## config.mk

```make
export PLATFORM = sky130hd
export DESIGN_NAME = arb_resolver
export DESIGN_NICKNAME = d
export VERILOG_FILES = /design/src/rtl/arb_res_pkg.sv /design/src/rtl/arb_prio_encoder.sv /design/src/rtl/arb_onehot_decoder.sv /design/src/rtl/arb_resolver.sv
export SDC_FILE = /design/constraint.sdc
export NUM_CORES = 1
export LEC_CHECK = 0
export BUFFER_PORTS_ARGS = -buffer_cell sky130_fd_sc_hd__buf_2
export CAP_MARGIN = 20
export CELL_PAD_IN_SITES_DETAIL_PLACEMENT = 0
export CELL_PAD_IN_SITES_GLOBAL_PLACEMENT = 1
export CORE_ASPECT_RATIO = 0.9
export CORE_MARGIN = 2
export CORE_UTILIZATION = 31
export CTS_BUF_LIST = sky130_fd_sc_hd__clkbuf_4
export DETAILED_ROUTE_END_ITERATION = 12
export GPL_TIMING_DRIVEN = 0
export PLACE_DENSITY = 0.63
export RECOVER_POWER = 25
export SYNTH_ARGS = -nofsm -noshare
export SYNTH_HDL_FRONTEND = slang
export SYNTH_SLANG_ARGS = --single-unit
```

## constraint.sdc

```tcl
create_clock -name clk_i -period 7.1 [get_ports clk_i]
set_clock_uncertainty 0.2 [all_clocks]
set_input_delay 0.355 -clock clk_i [delete_from_list [all_inputs] [get_ports clk_i]]
set_output_delay 0.355 -clock clk_i [all_outputs]
set_load 0.05 [all_outputs]
```

## src/rtl/arb_res_pkg.sv

```systemverilog
package arb_res_pkg;

    // Ordering mode, taken from the mode select pin every clock
    typedef enum logic {
        MODE_FIXED  = 1'b0,
        MODE_ROTATE = 1'b1
    } prio_mode_e;

    // Largest number of arbiters the resolver is meant for
    localparam int MAX_ARB = 8;

endpackage

```

## src/rtl/arb_prio_encoder.sv

```systemverilog
// Finds the first active request, starting at a given slot and wrapping.
module arb_prio_encoder #(
    parameter int NUM   = 8,
    parameter int IDX_W = 3
) (
    input  logic [NUM-1:0]   req_i,
    input  logic [IDX_W-1:0] start_i,
    output logic [IDX_W-1:0] idx_o,
    output logic             hit_o
);
    localparam int SUM_W = IDX_W + 1;

    always_comb begin
        idx_o = '0;
        hit_o = 1'b0;
        // Walk from the farthest offset down, so the nearest hit is the last write
        for (int off = NUM - 1; off >= 0; off--) begin
            logic [SUM_W-1:0] pos;
            pos = {1'b0, start_i} + SUM_W'(off);
            if (pos >= SUM_W'(NUM)) begin
                pos = pos - SUM_W'(NUM);
            end
            if (req_i[pos[IDX_W-1:0]]) begin
                idx_o = pos[IDX_W-1:0];
                hit_o = 1'b1;
            end
        end
    end

endmodule

```

## src/rtl/arb_onehot_decoder.sv

```systemverilog
// Turns a binary slot index back into one priority line.
module arb_onehot_decoder #(
    parameter int NUM   = 8,
    parameter int IDX_W = 3
) (
    input  logic [IDX_W-1:0] idx_i,
    input  logic             en_i,
    output logic [NUM-1:0]   oh_o
);
    for (genvar g = 0; g < NUM; g++) begin : g_line
        assign oh_o[g] = en_i && (idx_i == IDX_W'(g));
    end

endmodule

```

## src/rtl/arb_resolver.sv

```systemverilog
module arb_resolver
    import arb_res_pkg::*;
#(
    parameter int NUM_ARB = MAX_ARB,
    parameter int IDX_W   = (NUM_ARB > 1) ? $clog2(NUM_ARB) : 1
) (
    input  logic               clk_i,
    input  logic               rst_ni,
    input  logic [NUM_ARB-1:0] req_i,
    input  logic               rot_sel_i,
    input  logic               bus_idle_i,
    output logic [NUM_ARB-1:0] prio_o,
    output logic [IDX_W-1:0]   grant_idx_o,
    output logic               grant_valid_o
);
    localparam logic [IDX_W-1:0] LAST_SLOT = IDX_W'(NUM_ARB - 1);

    typedef struct packed {
        logic [NUM_ARB-1:0] prio;
        logic [IDX_W-1:0]   idx;
        logic               valid;
        logic [IDX_W-1:0]   ptr;
        logic [IDX_W-1:0]   owner;
        logic               idle_hist;
        prio_mode_e         mode;
    } state_t;

    localparam state_t RST_STATE = '{
        prio:      '0,
        idx:       '0,
        valid:     1'b0,
        ptr:       '0,
        owner:     '0,
        idle_hist: 1'b1,
        mode:      MODE_FIXED
    };

    state_t s_d, s_q;

    prio_mode_e         mode_in;
    logic               mode_chg;
    logic [IDX_W-1:0]   search_start;
    logic [IDX_W-1:0]   enc_idx;
    logic               enc_hit;
    logic [NUM_ARB-1:0] dec_oh;
    logic               took_bus;
    logic               freed_bus;
    logic [IDX_W-1:0]   after_owner;

    assign mode_in      = prio_mode_e'(rot_sel_i);
    assign mode_chg     = (mode_in != s_q.mode);
    // A fresh mode always searches from slot 0; fixed mode never rotates
    assign search_start = (mode_in == MODE_ROTATE && !mode_chg) ? s_q.ptr : '0;
    assign took_bus     = s_q.idle_hist && !bus_idle_i;
    assign freed_bus    = !s_q.idle_hist && bus_idle_i;
    assign after_owner  = (s_q.owner == LAST_SLOT) ? '0 : s_q.owner + 1'b1;

    arb_prio_encoder #(
        .NUM   (NUM_ARB),
        .IDX_W (IDX_W)
    ) u_enc (
        .req_i   (req_i),
        .start_i (search_start),
        .idx_o   (enc_idx),
        .hit_o   (enc_hit)
    );

    arb_onehot_decoder #(
        .NUM   (NUM_ARB),
        .IDX_W (IDX_W)
    ) u_dec (
        .idx_i (enc_idx),
        .en_i  (enc_hit),
        .oh_o  (dec_oh)
    );

    always_comb begin
        s_d           = s_q;
        s_d.prio      = dec_oh;
        s_d.idx       = enc_hit ? enc_idx : '0;
        s_d.valid     = enc_hit;
        s_d.mode      = mode_in;
        s_d.idle_hist = bus_idle_i;

        // Whoever held priority when the bus was taken is the owner
        if (took_bus && s_q.valid) begin
            s_d.owner = s_q.idx;
        end

        if (mode_chg) begin
            s_d.ptr = '0;
        end else if (mode_in == MODE_ROTATE && freed_bus) begin
            s_d.ptr = after_owner;
        end
    end

    always_ff @(posedge clk_i or negedge rst_ni) begin
        if (!rst_ni) begin
            s_q <= RST_STATE;
        end else begin
            s_q <= s_d;
        end
    end

    assign prio_o        = s_q.prio;
    assign grant_idx_o   = s_q.idx;
    assign grant_valid_o = s_q.valid;

endmodule

```

### Yosys cells after proc, flatten, opt, wreduce, memory -nomap -nowiden

Index checks and enable logic that the tools add are counted.

| cells by class | value |
|---|---|
| add/subtract/negate cells | 16 |
| $mul | 0 |
| divide/modulo/power cells | 0 |
| order comparisons | 16 |
| equality and inequality tests | 9 |
| shifts and indexed selects | 0 |
| multiplexer cells | 45 |
| bitwise operators | 0 |
| reduce and logical (&&, ||, !) cells | 18 |

Operators with widths:

| operator | number |
|---|---|
| 2-to-1 mux 3 bit | 21 |
| < comparator 3 x 4 -> 1 bit, second input constant | 8 |
| greater-or-equal comparator 4 bit, second input constant | 7 |
| binary-select mux 1 bit (select 3 bit) | 8 |
| subtractor 3 x 1 -> 3 bit, second input constant | 8 |
| adder 3 x 3 -> 4 bit, second input constant | 4 |
| 2-to-1 mux 1 bit | 16 |
| equality test 3 bit, second input constant | 5 |
| logical AND 1 bit | 13 |
| adder 3 x 2 -> 4 bit, second input constant | 2 |
| equality test 3 x 2 -> 1 bit, second input constant | 2 |
| adder 3 x 1 -> 4 bit, second input constant | 1 |
| greater-or-equal comparator 3 x 4 -> 1 bit, second input constant | 1 |
| adder 3 x 1 -> 3 bit, second input constant | 1 |
| equality test 3 x 1 -> 1 bit, second input constant | 1 |
| zero test 1 bit | 3 |
| zero test 3 bit | 1 |
| nonzero test 2 bit | 1 |
| != test 1 bit | 1 |

| storage, ports and cells | value |
|---|---|
| flip-flop bits (word level) | 20 |
| bits in latches | 0 |
| RAM bits | 0 |
| memory bits (read-only) | 0 |
| input port bits | 12 |
| logic and storage cells | 111 |
| memories | 0 |

### Depth between registers and ports, before layout

Gate-level depths: netlist of the first run.

| logic depth | value |
|---|---|
| depth after elaboration | 19 |
| gate-level depth with buffers | 15 |

### Modules after synthesis

A second synthesis of the first run with hierarchy kept.

| second synthesis, totals | value |
|---|---|
| cells, all modules | 152 |
| area, all modules | 1660.3 um^2 |

By module, submodules not included:

| module | instances | cells each | area an instance (um^2) | sequential area each (um^2) |
|---|---|---|---|---|
| arb_prio_encoder | 1 | 90 | 782.0 | 0.0 |
| arb_resolver | 1 | 54 | 782.0 | 501.7 |
| arb_onehot_decoder | 1 | 8 | 96.3 | 0.0 |

### Worst setup path before layout of the first run

OpenSTA, ideal clock, no wires.

| timing | value |
|---|---|
| kind | input to register |
| start point | in rot_sel_i |
| end point | reg s_q (netlist bit prio_o[0]) |
| setup time | 0.095 ns |
| data arrival time | 3.425 ns |
| required time | 6.805 ns |
| path slack | 3.380 ns |
| cell stages on the path | 14 |
| path buffers | 4 |
| cells stage by stage | ha_1 > buf_4 > nand2_4 > buf_2 > buf_2 > inv_1 > ha_1 > clkbuf_1 > mux4_2 > nand2b_1 > or3b_1 > a211o_1 > a31o_2 > nor4b_2 |

| on the way | value |
|---|---|
| word-level cells in the longest chain between the ends | 19 |

Ends and longest elaborated chain:

| what | line | source |
|---|---|---|
| start: declaration | arb_resolver.sv:10 | `input logic rot_sel_i,` |
| != test 1 bit | arb_resolver.sv:51 | `assign mode_chg = (mode_in != s_q.mode);` |
| zero test 1 bit | arb_resolver.sv:53 | `assign search_start = (mode_in == MODE_ROTATE && !mode_chg) ? s_q.ptr : '0;` |
| logical AND 1 bit (*) | arb_resolver.sv:53 |  |
| 2-to-1 mux 3 bit (*) | arb_resolver.sv:53 |  |
| adder 3 x 3 -> 4 bit | arb_prio_encoder.sv:19 | `pos = {1'b0, start_i} + SUM_W'(off);` |
| greater-or-equal comparator 4 bit or subtractor 3 x 1 -> 3 bit (tied branches) | arb_prio_encoder.sv:20, arb_prio_encoder.sv:21 |  |
| 2-to-1 mux 3 bit | arb_prio_encoder.sv:20 | `if (pos >= SUM_W'(NUM)) begin` |
| binary-select mux 1 bit (select 3 bit) | arb_prio_encoder.sv:23 | `if (req_i[pos[IDX_W-1:0]]) begin` |
| 2-to-1 mux 1 bit (implied by the code) | arb_prio_encoder.sv:23 |  |
| 2-to-1 mux 3 bit (8 in series) | arb_prio_encoder.sv:23 |  |
| zero test 3 bit | arb_onehot_decoder.sv:11 | `assign oh_o[g] = en_i && (idx_i == IDX_W'(g));` |
| logical AND 1 bit (*) | arb_onehot_decoder.sv:11 |  |
| named net dec_oh[0] | arb_resolver.sv:45 | `logic [NUM_ARB-1:0] dec_oh;` |
| end signal: assignment | arb_resolver.sv:99 | `s_q <= RST_STATE;` |
| end signal: assignment | arb_resolver.sv:101 | `s_q <= s_d;` |
| end: declaration | arb_resolver.sv:38 | `state_t s_d, s_q;` |

The timed path passes the listed nets; every way through them passes the cells marked *. The select of a mux whose other input is x is not followed.
A chain may end at the register's enable or synchronous reset.

### Final worst setup path of the first run

| timing | value |
|---|---|
| start point | in rot_sel_i |
| end point | reg s_q (netlist bit prio_o[1]) |

| on the way | value |
|---|---|
| word-level cells in the longest chain between the ends | 19 |

Ends and longest elaborated chain:

| what | line |
|---|---|
| != test 1 bit | arb_resolver.sv:51 |
| zero test 1 bit | arb_resolver.sv:53 |
| logical AND 1 bit (*) | arb_resolver.sv:53 |
| 2-to-1 mux 3 bit (*) | arb_resolver.sv:53 |
| adder 3 x 3 -> 4 bit | arb_prio_encoder.sv:19 |
| greater-or-equal comparator 4 bit or subtractor 3 x 1 -> 3 bit (tied branches) | arb_prio_encoder.sv:20, arb_prio_encoder.sv:21 |
| 2-to-1 mux 3 bit | arb_prio_encoder.sv:20 |
| binary-select mux 1 bit (select 3 bit) | arb_prio_encoder.sv:23 |
| 2-to-1 mux 1 bit (implied by the code) | arb_prio_encoder.sv:23 |
| 2-to-1 mux 3 bit (8 in series) | arb_prio_encoder.sv:23 |
| equality test 3 x 1 -> 1 bit | arb_onehot_decoder.sv:11 |
| logical AND 1 bit (*) | arb_onehot_decoder.sv:11 |
| named net dec_oh[1] | arb_resolver.sv:45 |

Marks and branches as above.

==> flow_summary.ini, run 1 <==
[global_routing]
grt_start_max_net_pins = 21
grt_antenna_before_repair = 0
grt_pass1_vias = 1798
grt.overflow.total = 0
grt_pass1_wl_um = 9360
grt_use_total = 0.157

[route]
vias = 1840
drt-total-wl_um = 5390
ant_nets = 0
vias_per_cell = 5.41
drc_errors = 0
drt_iter0_drc = 162
wl_per_cell_um = 15.9
first_pass_iters = 4

[sta]
slew_headroom = 0.326
grt_setup_unrepaired = no
fin_crit_sh = 0.634
slew_violations = 0
fin_hold_ws_ps = 319
setup-tns-final_ps = 0
fmax_mhz = 222
setup_violations = 0
finalHoldViolations = 0
period_needed_ps = 4500
worstMarginPinSlew_ps = 1010

[flow_run]
maxCapViolations = 0

[power_and_ir_drop]
power_switching_mw = 0.124
powerDensity_nw_per_um2 = 152
p_int_mw = 0.238
finalPower_mw = 0.362
swShare = 0.342
leakagePower_nw = 1.11
clkPwrFrac = 0.251
power_frac_comb = 0.392
seq_power_share = 0.357
irDropWorstVdd_uv = 58.9

[yosys]
yosysSeqAreaShare = 0.242
ys_types = 62
syn_nets = 237
yosys_warnings = 0
syn_area_um2 = 2070
synthFlopType = dfrtp_1
async_reset_ff_frac = 1.00
synth_area_leader_cell = dfrtp_1
synth_edf_count = 0
synth.top_cell.area_share = 0.229
syn_area_per_cell_um2 = 9.42
synthCells = 220
yosys_register_bits = 20
synthTopCellsByArea = dfrtp_1, mux4_2, mux2i_1, buf_4, mux2_2

[cells_and_area]
regArea_um2 = 502
antenna_cells = 0
nets = 268
drive_gt1_frac = 0.332
num-fill-cells = 700
multiInputGateArea_um2 = 1390
design_area_um2 = 2380
area_growth_pct = 14.8

[worst_setup_path]
cp_data_required_time_ps = 7110
cp.arrival_ps = 4510
cp-end-kind = flop
start_kind = input port
worst-path-max-fanout = 10
path_class = in -> reg

[clock_tree]
numClockSinks = 20
htree_num_levels = 1
cts_setup_buffers = 0
cts_tree = yes
cts_root_buffer = clkbuf_4
insertion_delay_ps = 290
clk_pin_slew_ps = 110
clock_path_buffers = 2
cts-buffers-inserted = 3

[placed_design]
place_congestion = 0.819
placed_area_um2 = 2300
io_buffers = 23
place_hpwl_um = 4190

[floorplanning]
die_x_um = 90.2
dieArea_um2 = 7360
rows = 28
design.core.area_um2 = 6520
start_util = 0.318
io_pins = 24
die_y_um = 81.6

[outcome]
status = finished, final reports clean

[hold_path]
min_path_type = reg -> reg
-- synthesized netlist by cell type (3+ instances only) --
library cell   n
a221oi_1       3
nand3b_1       4
nand2_1       16
nor2_1        15
mux2_2         6
and2_1         5
a21oi_1       12
a21o_1         4
nor4b_2        4
and3_1         8
buf_4         14
clkbuf_1       3
mux4_2         8
o21ai_0        5
nor3_1         3
ha_1           5
a211oi_1       7
mux2i_1       11
nand3_1        5
dfrtp_1       19
inv_1          4
buf_2          5
-- worst max-delay path: stages --
cell	delay (ps)
dlygate4sd3_1	530
clkbuf_1	120
ha_1	190
buf_4	170
nand2_4	100
buf_2	240
buf_2	290
inv_1	70
ha_1	270
clkbuf_1	390
mux4_2	600
nand2b_1	100
or3b_1	340
a211o_1	260
a31o_2	250
nor4b_2	210
-- metal layers --
metal / vias up / wire length [µm] / global-route usage
met5: - / 0 / 0
met1: 896 / 2650 / 0.224
met2: 45 / 2480 / 0.263
li1: 895 / - / -
met4: 0 / 57 / 0.0354
met3: 4 / 197 / 0.0147
-- registers in the layout, summed over array words and instances (netlist names) --
name and count:
prio_o 8, grant_valid_o 1, grant_idx_o 3, s_q 8
-- timing repair --
item                                   4_1_cts  5_1_grt
hold buffers                                 3        0
endpoints found under the hold margin       21        0
gates resized for setup                      0        0
-- kinds of logic (layout without fill, tap and decap cells) --
family                   count (synthesis)  in the layout  share of synthesized area
AO/OA/AOI/OAI                           60             60                      0.221
multiplexers                            26             26                      0.180
flip-flops                              20             20                      0.242
AND/OR/NAND/NOR                         76             76                      0.217
buffers and inverters                   30             60                     0.0899
XOR/XNOR                                 3              3                     0.0199
adder cells (fa/ha/maj)                  5              5                     0.0302
-- power groups by stage --
stage	logic (mW)	clock network (mW)	registers [mW]
floorplan	0.107	0	0.130
global placement	0.141	0	0.132
detailed placement	0.140	0	0.132
CTS	0.142	0.0941	0.130
global route	0.156	0.0998	0.131
finish	0.142	0.0909	0.129
-- layout make-up --
cell class | count | share of cell area
multi-input cells | 170 | 0.582
flip-flops and latches | 20 | 0.211
plain buffers | 24 | 0.0689
repair buffers | 26 | 0.0594
well taps | 90 | 0.0473
clock inverters | 1 | 0.0126
clock buffers | 3 | 0.00946
inverters | 6 | 0.00946
-- final timing paths --
path                                     startpoint  cells past startpoint                  endpoint  slack, ps
max                                       rot_sel_i                     16       prio_o[1]$_DFF_PN0_       2600
min                        grant_idx_o[2]$_DFF_PN0_                      1        s_q[4]$_DFFE_PN0P_        320
max reg2reg                        s_q[0]$_DFF_PN0_                     14       prio_o[1]$_DFF_PN0_       2960
min reg2reg                grant_idx_o[2]$_DFF_PN0_                      1        s_q[4]$_DFFE_PN0P_        320
max in group asynchronous                    rst_ni                      2        s_q[2]$_DFFE_PN0P_       5560
min in group asynchronous                    rst_ni                      2  grant_idx_o[2]$_DFF_PN0_        530
-- cells in the final DEF (no fill, tap or decap), types with 3 or more instances in the layout --
master,netlist,routed
mux2_2,6,6
clkbuf_1,3,6
nor2_1,15,15
mux2i_1,11,11
and2_1,5,5
and3_1,8,8
nor3_1,3,3
mux4_2,8,8
a221oi_1,3,3
nand3b_1,4,4
inv_1,4,4
nor4b_2,4,4
o21ai_0,5,5
buf_4,14,14
dlygate4sd3_1,0,3
dfrtp_1,19,19
buf_2,5,25
nand2_1,16,16
a21oi_1,12,12
ha_1,5,5
clkbuf_4,0,3
nand3_1,5,5
a21o_1,4,4
a211oi_1,7,7
-- stage by stage --
step,utilization,setup slack [ps],std cells
after floorplan,-,3380,220
after global placement,0.353,2780,333
after detailed placement,0.353,2810,333
after CTS,0.366,2580,340
after global routing,0.365,2370,340
final,0.365,2600,340
Note: power is estimated with default switching activity, not from simulation.
==> run 2: changes to the inputs <==
ABC_AREA = 1   (was not set)
PLACE_DENSITY = 0.69   (was 0.63)
clock period = 4.71 ns   (was 7.1 ns; I/O delays follow)
==> flow_summary.ini, run 2 <==
[sta]
fin_hold_ws_ps = 307
slew_headroom = 0.307
finalHoldViolations = 0
worstMarginPinSlew_ps = 1040
grt_setup_unrepaired = no
fmax_mhz = 314
setup_violations = 0
period_needed_ps = 3190
fin_crit_sh = 0.677
slew_violations = 0
setup-tns-final_ps = 0
fin_ws_ps = 1520

[worst_setup_path]
cp_data_required_time_ps = 4750
r2r.worst_path.cells = 17
start_kind = input port
path_class = in -> reg
regToRegStartpoint = s_q[0]$_DFF_PN0_
cp-end-kind = flop
worst-path-max-fanout = 10
path_cells = dlygate4sd3_1 > clkbuf_1 > ha_1 > nand2_2 > clkinv_2 > ha_1 > inv_1 > nand3_1 > nand3_1 > nand2_1 > a21oi_1 > nand3_1 > nand2_1 > nand2_1 > nand2_1 > nand2_2 > nand2_1 > nand2_1 > nor2_1
max_stage_delay_ps = 530
cp.arrival_ps = 3230
r2r_end = prio_o[4]$_DFF_PN0_
cpMaxStageDelayCell = dlygate4sd3_1
cp_common_cell = nand2_1
rrSetupSlack_ps = 1760

[yosys]
synthCells = 218
yosysSeqAreaShare = 0.337
syn_area_per_cell_um2 = 6.82
synth.top_cell.area_share = 0.320
async_reset_ff_frac = 1.00
synth_edf_count = 0
synthTopCellsByArea = dfrtp_1, nand2_1, nand3_1, buf_4, inv_1
yosysMostFrequentCell = nand2_1
ys_top_cells_by_count = nand2_1, nand3_1, inv_1, dfrtp_1, nor2_1
yosys_warnings = 0
synth_area_leader_cell = dfrtp_1
yosys_register_bits = 20
ys_types = 21
synthFlopType = dfrtp_1
syn_area_um2 = 1490
syn_nets = 235

[placed_design]
placed_area_um2 = 1680
pre_cts_ws_ps = 1780
io_buffers = 23
dp_cells = 303
place_congestion = 0.841
place_hpwl_um = 2800

[hold_path]
min_path_type = reg -> reg
hold_start = s_q[2]$_DFFE_PN0P_
worstHoldPathCells = 1
hold-path-endpoint = s_q[5]$_DFFE_PN0P_

[cells_and_area]
drive_gt1_frac = 0.222
nets = 266
final_core_util = 0.387
final_cell_mix = nand2_1, nand3_1, inv_1, buf_2, dfrtp_1
design_area_um2 = 1760
regArea_um2 = 502
multiInputGateArea_um2 = 793
area_growth_pct = 18.3
final_cells = 310
num-fill-cells = 509
layout_commonest_cell = nand2_1
antenna_cells = 0

[floorplanning]
dieArea_um2 = 5370
rows = 23
start_util = 0.327
design.core.area_um2 = 4550
io_pins = 24
die_y_um = 69.7
die_x_um = 77.0

[global_routing]
grt_antenna_before_repair = 0
grt_use_total = 0.140
grt_pass1_wl_um = 6110
grt_pass1_vias = 1343
grt.overflow.total = 0
grt_start_max_net_pins = 21

[clock_tree]
insertion_delay_ps = 300
numClockSinks = 20
cts_resized = 0
clock_path_buffers = 2
htree_num_levels = 1
cts-buffers-inserted = 3
cts_root_buffer = clkbuf_4
cts_tree = yes
clk_pin_slew_ps = 110

[power_and_ir_drop]
clkPwrFrac = 0.279
leakagePower_nw = 1.01
power_frac_comb = 0.327
seq_power_share = 0.395
finalPower_mw = 0.495
power_switching_mw = 0.166
irDropWorstVdd_uv = 103
p_int_mw = 0.329
powerDensity_nw_per_um2 = 282
swShare = 0.335

[route]
first_pass_iters = 4
ant_nets = 0
drc_errors = 0
drt_iter0_drc = 51
wl_per_cell_um = 11.2
vias_per_cell = 4.59
drt-total-wl_um = 3460
vias = 1422

[flow_run]
maxCapViolations = 0

[outcome]
status = finished, final reports clean
-- run 2: cell count changes in the layout (fill, tap and decap cells not counted), moves of 7 or more --
cell	before	now
and3_1	8	0
mux2i_1	11	0
nand2_2	2	9
a21oi_1	12	4
a211oi_1	7	0
mux4_2	8	0
nand2_1	16	69
inv_1	4	20
nand3_1	5	46
-- run 2: layout make-up --
cell class	count	share of cell area
Sequential cell	20	0.285
Buffer	13	0.0597
Tap cell	62	0.0441
Clock inverter	1	0.0171
Multi-Input combinational cell	162	0.451
Clock buffer	3	0.0128
Timing Repair Buffer	26	0.0804
Inverter	23	0.0498
-- run 2: kinds of logic after synthesis --
group | synth area share
buffers and inverters | 0.130
and+or+nand+nor | 0.421
AOI/OAI and AO/OA | 0.0353
xor gates and xnor gates | 0.0118
DFF | 0.337
muxes | 0.0227
adders and majority gates | 0.0421
-- run 2: critical path, delay by kind of cell --
family / cells / cell delay [ps]
AO/OA/AOI/OAI: 1 / 170
adder cells (fa/ha/maj): 2 / 680
buffers and inverters: 4 / 930
AND/OR/NAND/NOR: 12 / 1210
-- run 2: how the worst max path moves through the flow --
stage	startpoint	endpoint	slack (ps)	depth (start not counted)
after floorplan	s_q[0]$_DFF_PN0_	prio_o[5]$_DFF_PN0_	2230	18
after global placement	rot_sel_i	prio_o[5]$_DFF_PN0_	1690	19
after detailed placement	rot_sel_i	prio_o[5]$_DFF_PN0_	1780	19
after CTS	rot_sel_i	prio_o[5]$_DFF_PN0_	1550	20
after global routing	rot_sel_i	prio_o[1]$_DFF_PN0_	1210	21
final	rot_sel_i	prio_o[4]$_DFF_PN0_	1520	19
-- run 2: layer usage --
metal | vias to the layer above | GRT usage | wire, µm
met1 | 639 | 0.199 | 1790
li1 | 749 | - | -
met3 | 2 | 0.0208 | 106
met2 | 32 | 0.224 | 1530
met5 | - | 0 | 0
met4 | 0 | 0.0357 | 27
-- run 2: power by group through the flow --
| stage | combinational [mW] | clock [mW] | sequential, mW |
|---|---|---|---|
| finish | 0.162 | 0.138 | 0.195 |
| global route | 0.182 | 0.152 | 0.198 |
| CTS | 0.163 | 0.143 | 0.196 |
| detailed placement | 0.161 | 0 | 0.199 |
| global placement | 0.162 | 0 | 0.199 |
| floorplan | 0.126 | 0 | 0.198 |
-- run 2: what timing repair did --
action	4_1_cts	5_1_grt
setup buffers	0	0
endpoints found under the hold margin	22	0
hold buffers	3	0
==> run 3: changes to the inputs <==
ABC_AREA = 0   (was 1)
PLACE_DENSITY = 0.66   (was 0.69)
clock period = 2.8 ns   (was 4.71 ns; I/O delays follow)
==> flow_summary.ini, run 3 (synthesized netlist as in run 1, its figures left out) <==
[cells_and_area]
design_area_um2 = 2870
area_growth_pct = 38.4
nets = 285
final_cells = 357
num-fill-cells = 636
layout_commonest_cell = buf_4
final_cell_mix = buf_4, buf_2, dfrtp_1, nand2_1, nor2_1
drive_gt1_frac = 0.461
final_core_util = 0.440
antenna_cells = 0

[clock_tree]
cts_root_buffer = clkbuf_4
clk_pin_slew_ps = 110
cts-buffers-inserted = 3
numClockSinks = 20
clock_path_buffers = 2
insertion_delay_ps = 290
cts_tree = yes
htree_num_levels = 1

[outcome]
status = finished with violations
violations = negative setup slack

[worst_setup_path]
cp_data_required_time_ps = 2810
worst-path-max-fanout = 6
rrSetupSlack_ps = -440
regToRegStartpoint = s_q[0]$_DFF_PN0_
crit_end = prio_o[1]$_DFF_PN0_
r2r.worst_path.cells = 12
path_cells = ha_4 > nand2_8 > buf_8 > buf_8 > inv_4 > ha_4 > mux4_2 > nand2b_1 > or3b_1 > a211o_1 > a31o_4 > nor4b_4
cp.arrival_ps = 3250
cp-startpoint = s_q[0]$_DFF_PN0_
cpMaxStageDelayCell = mux4_2
cp-end-kind = flop
start_kind = flop
r2r_end = prio_o[1]$_DFF_PN0_
max_stage_delay_ps = 530
path_class = reg -> reg

[floorplanning]
design.core.area_um2 = 6520
rows = 28
io_pins = 24
start_util = 0.318
dieArea_um2 = 7360
die_y_um = 81.6
die_x_um = 90.2

[sta]
worstMarginPinSlew_ps = 1040
fmax_mhz = 309
fin_crit_sh = 1.16
slew_violations = 0
setup_violations = 12
grt_setup_unrepaired = yes
fin_ws_ps = -436
fin_hold_ws_ps = 186
finalHoldViolations = 0
slew_headroom = 0.307
period_needed_ps = 3240

[power_and_ir_drop]
powerDensity_nw_per_um2 = 354
leakagePower_nw = 1.27
p_int_mw = 0.655
power_switching_mw = 0.362
power_frac_comb = 0.449
swShare = 0.356
irDropWorstVdd_uv = 198
seq_power_share = 0.323
clkPwrFrac = 0.228

[placed_design]
dp_cells = 333
pre_cts_ws_ps = -825
place_congestion = 0.844
io_buffers = 23
place_hpwl_um = 4210
placed_area_um2 = 2400

[global_routing]
grt_pass1_wl_um = 10100
grt_start_max_net_pins = 21
grt_antenna_before_repair = 0
grt.overflow.total = 0
grt_pass1_vias = 1968
grt_use_total = 0.170

[route]
vias_per_cell = 5.47
vias = 1953
wl_per_cell_um = 16.7
drt_iter0_drc = 145
drc_errors = 0
ant_nets = 0
drt-total-wl_um = 5970
first_pass_iters = 4

[flow_run]
maxCapViolations = 0

[hold_path]
min_path_type = in -> reg
## run 3: cell count changes in the layout (fill, tap and decap cells not counted), sizes merged, moves of 5 or more
cell and change:
and3 +8, and2 +5, mux4 +8, buf +24
nand2 -59, inv -16, nand3b +5, a21oi +10
mux2i +11, nand3 -43, a211oi +8
## run 3: worst min path at each step
stage                          from                  endpoint  slack, ps  cells after the start
after global placement       rst_ni        s_q[5]$_DFFE_PN0P_       -100                      1
after CTS                    rst_ni        s_q[5]$_DFFE_PN0P_        110                      2
final                     rot_sel_i        s_q[5]$_DFFE_PN0P_        190                      4
after floorplan              rst_ni  grant_idx_o[0]$_DFF_PN0_       -360                      0
after detailed placement     rst_ni        s_q[5]$_DFFE_PN0P_        -90                      1
after global routing      rot_sel_i        s_q[7]$_DFFE_PN0P_        220                      4
## run 3: worst max-delay path: cells and delay by family, from the launching register on
family | cells | cell delay (ps)
multiplexers | 1 | 530
flip-flops | 1 | 410
AND/OR/NAND/NOR | 4 | 760
buffers and inverters | 3 | 230
adder cells (fa/ha/maj) | 2 | 490
AO/OA/AOI/OAI | 2 | 520
## run 3: final cells by class
class | count | area [µm²] | share of cell area
Buffer | 21 | 181 | 0.0632
Sequential cell | 20 | 502 | 0.175
Multi-Input combinational cell | 170 | 1680 | 0.585
Clock buffer | 3 | 22.5 | 0.00785
Tap cell | 90 | 113 | 0.0392
Clock inverter | 1 | 30.0 | 0.0105
Timing Repair Buffer | 46 | 309 | 0.108
Inverter | 6 | 32.5 | 0.0113
## run 3: stage by stage
step | power (mW) | TNS (ps)
final | 1.02 | -4030
after CTS | 1.00 | -4290
after global routing | 1.08 | -5360
after detailed placement | 0.705 | -8410
after global placement | 0.706 | -8720
after floorplan | 0.617 | -4130
## run 3: layer usage
layer  track usage  vias to the layer above  routed length (µm)
met5             0                        -                   0
met4        0.0585                        0                 131
met3        0.0239                       12                 350
met2         0.284                       66                2770
met1         0.228                      950                2710
li1              -                      925                   -
## run 3: power by group through the flow
stage	Combinational [mW]	Clock [mW]	Sequential, mW
2_1_floorplan	0.287	0	0.331
3_3_place_gp	0.372	0	0.334
3_5_place_dp	0.371	0	0.335
4_1_cts	0.435	0.239	0.329
5_1_grt	0.491	0.254	0.333
6_report	0.457	0.232	0.328
## run 3: what timing repair did
action / 4_1_cts / 5_1_grt
endpoints found under the hold margin: 25 / 0
pin swaps: 11 / 9
hold buffers: 4 / 0
setup endpoints to repair: 12 / 12
setup buffers: 17 / 2
resized for setup: 38 / 12
cloned: 0 / 0
